==> src/rtl/pdh_pkg.sv <==
package pdh_pkg;

  // A hold is wanted when the feature is on and either synchronised pin is high.
  function automatic logic hold_wanted(input logic feat_en, input logic [1:0] pins_sync);
    return feat_en & (|pins_sync);
  endfunction

  // Both synchronised pins are low.
  function automatic logic pins_quiet(input logic [1:0] pins_sync);
    return ~(|pins_sync);
  endfunction

  // A pin as seen by the core's logic: masked to 0 while the feature owns it.
  function automatic logic pin_as_logic(input logic feat_en, input logic raw);
    return raw & ~feat_en;
  endfunction

endpackage

==> src/rtl/pdh_sync.sv <==
module pdh_sync #(
  parameter int STAGES = 2
) (
  input  logic clk,
  input  logic rst_n,
  input  logic d,
  output logic q
);
  localparam int LAST = STAGES - 1;

  logic [LAST:0] chain;

  always_ff @(posedge clk or negedge rst_n) begin
    if (!rst_n) chain <= '0;
    else        chain <= {chain[LAST-1:0], d};
  end

  assign q = chain[LAST];
endmodule

==> src/rtl/pdh_snap.sv <==
module pdh_snap #(
  parameter int W = 8
) (
  input  logic         clk,
  input  logic         rst_n,
  input  logic         cap,
  input  logic [W-1:0] d,
  output logic [W-1:0] q
);
  always_ff @(posedge clk or negedge rst_n) begin
    if (!rst_n)   q <= '0;
    else if (cap) q <= d;
  end
endmodule

==> src/rtl/pdh_hold_ctl.sv <==
module pdh_hold_ctl (
  input  logic       clk,
  input  logic       rst_n,
  input  logic       feat_en,
  input  logic [1:0] pins_sync,
  output logic       hold_q
);
  import pdh_pkg::*;

  always_ff @(posedge clk or negedge rst_n) begin
    if (!rst_n) hold_q <= 1'b0;
    else        hold_q <= hold_wanted(feat_en, pins_sync);
  end
endmodule

==> src/rtl/pd_hold_wrap.sv <==
module pd_hold_wrap #(
  parameter int IN_W        = 8,
  parameter int OUT_W       = 8,
  parameter int SYNC_STAGES = 2
) (
  input  logic             clk,
  input  logic             rst_n,
  input  logic             pd_feature_en,
  input  logic             pd_a,
  input  logic             pd_b,
  input  logic [IN_W-1:0]  pin_in,
  input  logic [OUT_W-1:0] core_out,
  input  logic [OUT_W-1:0] core_oe,
  output logic [IN_W-1:0]  core_in,
  output logic             core_ce,
  output logic [OUT_W-1:0] pin_out,
  output logic [OUT_W-1:0] pin_oe,
  output logic             pd_a_in,
  output logic             pd_b_in,
  output logic             hold_active
);
  import pdh_pkg::*;

  localparam int NPD   = 2;
  localparam int SNAPW = 2 * OUT_W;

  logic [NPD-1:0]   pd_raw;
  logic [NPD-1:0]   pd_sync;
  logic             hold_q;
  logic             capture_en;  // named event: snapshot registers may load
  logic             pd_quiet;    // named event: both synchronised pins low
  logic [SNAPW-1:0] snap_q;

  assign pd_raw = {pd_b, pd_a};

  for (genvar g = 0; g < NPD; g++) begin : g_sync
    pdh_sync #(.STAGES(SYNC_STAGES)) u_sync (
      .clk  (clk),
      .rst_n(rst_n),
      .d    (pd_raw[g]),
      .q    (pd_sync[g])
    );
  end

  pdh_hold_ctl u_ctl (
    .clk      (clk),
    .rst_n    (rst_n),
    .feat_en  (pd_feature_en),
    .pins_sync(pd_sync),
    .hold_q   (hold_q)
  );

  assign capture_en = ~hold_q;
  assign pd_quiet   = pins_quiet(pd_sync);

  pdh_snap #(.W(IN_W)) u_in_snap (
    .clk  (clk),
    .rst_n(rst_n),
    .cap  (capture_en),
    .d    (pin_in),
    .q    (core_in)
  );

  pdh_snap #(.W(SNAPW)) u_out_snap (
    .clk  (clk),
    .rst_n(rst_n),
    .cap  (capture_en),
    .d    ({core_oe, core_out}),
    .q    (snap_q)
  );

  always_comb begin
    if (hold_q) begin
      pin_out = snap_q[OUT_W-1:0];
      pin_oe  = snap_q[SNAPW-1:OUT_W];
    end else begin
      pin_out = core_out;
      pin_oe  = core_oe;
    end
  end

  assign core_ce     = capture_en;
  assign hold_active = hold_q;
  assign pd_a_in     = pin_as_logic(pd_feature_en, pd_a);
  assign pd_b_in     = pin_as_logic(pd_feature_en, pd_b);
endmodule

==> config.mk <==
export PLATFORM = sky130hd
export DESIGN_NAME = pd_hold_wrap
export DESIGN_NICKNAME = d
export VERILOG_FILES = /design/src/rtl/pdh_pkg.sv /design/src/rtl/pdh_sync.sv /design/src/rtl/pdh_snap.sv /design/src/rtl/pdh_hold_ctl.sv /design/src/rtl/pd_hold_wrap.sv
export SDC_FILE = /design/constraint.sdc
export NUM_CORES = 1
export LEC_CHECK = 0
export ABC_AREA = 0
export BUFFER_PORTS_ARGS = -buffer_cell sky130_fd_sc_hd__buf_2
export CAP_MARGIN = 20
export CORE_MARGIN = 2
export CORE_UTILIZATION = 35
export CTS_CLUSTER_DIAMETER = 40
export DETAILED_ROUTE_END_ITERATION = 12
export PLACE_DENSITY = 0.69
export SYNTH_ARGS = -nofsm -noshare
export SYNTH_HDL_FRONTEND = slang
export SYNTH_SLANG_ARGS = --single-unit
export TNS_END_PERCENT = 5
==> constraint.sdc <==
create_clock -name clk -period 1 [get_ports clk]
set_input_delay 0.05 -clock clk [delete_from_list [all_inputs] [get_ports clk]]
set_output_delay 0.05 -clock clk [all_outputs]
set_load 0.02 [all_outputs]
==> summary.md <==
| Metric | Value |
|---|---|
| Worst Hold Path EP | u_out_snap.q[9] |
| Drc violations | 0 |
| Critical path launch point type | flop |
| Leakage | 0.8960 nW |
| Top Layer Used | met4 |
| Row count | 20 |
| Final Non-Filler Cells | 184 |
| Cts hold-fix bufs | 12 |
| Total CTS buffers | 5 |
| Die Area | 3737 sq um |
| 1st-iter DRT viols | 3 |
| Clock Skews | 0.005726 ns |
| Slowest stage delay, CP | 0.45 ns |
| Fmax | 696.5 MHz |
| DRT met1 WL | 899 microns |
| R2R depth | 3 |
| I/O Pins | 57 |
| Headroom to the max-slew limit | 0.7660 |
| Crit Path Max Fanout | 11 |
| Tot GR Track Use | 0.1379 |
| Vias per cell | 4.299 |
| Final setup viols | 41 |
| Failing checks | negative hold slack, negative setup slack |
| N_diodes | 0 |
| Yosys warning count | 0 |
| Clock root buffer | clkbuf_4 |
| Crit path max-delay family | flip-flops |
| Final slew viol count | 0 |
| Area growth, synth to finish | 54.76% |
| Worst r2r src | u_ctl.hold_q |
| Die X | 61.13 microns |
| Longest Clk Path Bufs | 2 |
| Slowest-stage cell, CP | dfrtp_2 |
| Initial antenna violation count | 0 |
| Port-buffer cells | 56 |
| Grt total ovfl | 0 |
| Drt total wl | 2283 microns |
| RSZ-0062 raised after global routing | yes |
| Setup ws final | -0.4357 ns |
| RePlAce Congestion | 0.6279 |
| DP HPWL | 1629 microns |
| ANT nets after route | 0 |
| Top cell type by total area after synthesis | dfrtp_1 |
| Unique masters post-synth | 8 |
| Synthesis-stage register bit count | 29 |
| Crit path kind | flop to output pin |
| Cells after synthesis | 60 |
| Sequential cell area fraction in the yosys report | 0.6353 |
| Hold wc startpoint | core_oe[1] |
| Mapped Area | 1142 sq um |
| Metal2 WL | 1193 microns |
| CP endpoint kind | output pin |
| Synth top area cells | dfrtp_1, mux2_4, mux2_2, buf_12, nor2b_1 |
| Hold Violations, Final | 16 |
| Met3 WL post-DR | 170 microns |
| Worst Path Required | 0.95 ns |
| Die span in y | 61.13 microns |
| Post-synth top area share | 0.6353 |
| CP startpoint | u_ctl.hold_q |
| Final worst-path cycle share | 1.436 |
| Worst EP arrival | 1.39 ns |
| Vias | 791 |
| Worst hold slack | -0.03554 ns |
| Drt first pass iters | 4 |
| Largest net degree at the start of global routing | 17 |
| Critical-path cell list | buf_12 > mux2_4 > buf_2 |
| Initial cell density of the core | 0.3711 |
| Worst slew pin tran | 0.3511 ns |
| TritonCTS clock tree | yes |
| Avg Cell Area, Syn | 19.04 sq um |
| Placeable Area | 3078 sq um |
| Pwr/cell area | 1685 nW/um^2 |
| Period minus WS final | 1.436 ns |
| Worst skew pair latency | 0.32 ns |
| Bufs and invs on worst path | 2 |
| Hold WC Path Type | primary input to flop |
| Drt wl/cell | 12.41 microns |
| First-pass GRT wire length | 3519 microns |
| Share of cells above drive strength 1 | 0.6786 |
| H-tree depth | 2 |
| Clock slew at reported path FFs | 0.09 ns |
| Hold path depth | 2 |
| Layout net count | 168 |
| Syn Nets | 89 |
| Reg2reg setup slack | -0.13 ns |
| Dpl ws | -0.1042 ns |
| RR Endpoint | u_in_snap.q[6] |
| VDD IR-drop max | 0.0009894 V |
| Number of global-route vias before repair | 836 |
| Max_cap viols | 0 |
| Outcome | finished, violations left |
| Post-Place Cells | 161 |
| CTS sink cnt | 29 |
-- cell usage in the layout (no fill, tap or decap), types with 2 or more instances in the layout --
cell and count:
buf_2 48, dfrtp_1 28, mux2_4 19, dlygate4sd3_1 12
buf_6 10, mux2_2 5, clkbuf_4 5, buf_4 3
nor2b_1 2, buf_12 2
-- how the worst max path moves through the flow --
stage | endpoint | slack, ns | depth (start not counted)
global route | pin_out[6] | -0.50 | 3
global placement | pin_oe[5] | -0.09 | 3
finish | pin_out[6] | -0.44 | 3
CTS | pin_out[6] | -0.46 | 3
floorplan | u_out_snap.q[10] | -0.20 | 3
detailed placement | pin_oe[5] | -0.10 | 3
-- Yosys cell counts --
master	count
mux2_2	5
buf_6	1
nor2b_1	2
dfrtp_1	29
o21a_1	1
buf_12	2
mux2_4	19
inv_1	1
-- timing repair --
action | 4_1_cts | 5_1_grt
endpoints found under the setup margin | 42 | 42
gates resized for setup | 8 | 10
hold endpoints to repair | 56 | 16
buffers inserted | 3 | 0
-- layer usage --
layer	vias up	track usage
met5	-	0
met4	0	0.03727
met3	2	0.06933
met2	39	0.2401
met1	389	0.1481
li1	361	-
-- stage by stage --
step	hold WS (ns)	total power, mW	utilization	setup TNS [ns]	area [sq um]
final	-0.03554	2.978	0.5744	-8.191	1768
after global routing	-0.06487	3.126	0.5744	-9.714	1768
after CTS	-0.05943	2.997	0.5642	-8.765	1737
after detailed placement	-0.02791	1.920	0.4817	-1.868	1483
after global placement	-0.02819	1.900	0.4817	-1.497	1483
after floorplan	-0.2456	1.708	-	-5.462	1144
-- where the power goes --
part / switching [mW] / total [mW] / internal, mW / leakage [nW]
combinational: 0.308 / 0.664 / 0.356 / 0.513
sequential: 0.0423 / 1.32 / 1.28 / 0.337
clock: 0.396 / 0.992 / 0.597 / 0.0455
-- state kept, by name, summed over array words and instances, names as in the netlist --
name and flops:
g_sync.u_sync.chain 4, u_ctl.hold_q 1, u_in_snap.q 8, u_out_snap.q 16
-- final cells by class --
class | count | area, sq um
fillers | 248 | 1310
flip-flops and latches | 29 | 726.9
repair buffers | 75 | 535.5
multi-input cells | 27 | 361.6
clock buffers | 7 | 55.05
well taps | 44 | 55.05
clock inverters | 1 | 30.03
inverters | 1 | 3.754
-- worst reg2reg max path, cell delays in order (launching register included) --
cell,delay [ns]
dfrtp_2,0.45
buf_12,0.16
buf_4,0.14
mux2_4,0.28
-- kinds of logic after synthesis --
kind of cell,count (synthesis),synth area share
flip-flops,29,0.6353
multiplexers,24,0.2990
AO/OA/AOI/OAI,1,0.006574
AND/OR/NAND/NOR,2,0.01095
buffers and inverters,4,0.04819
(Power assumes the default switching activity.)
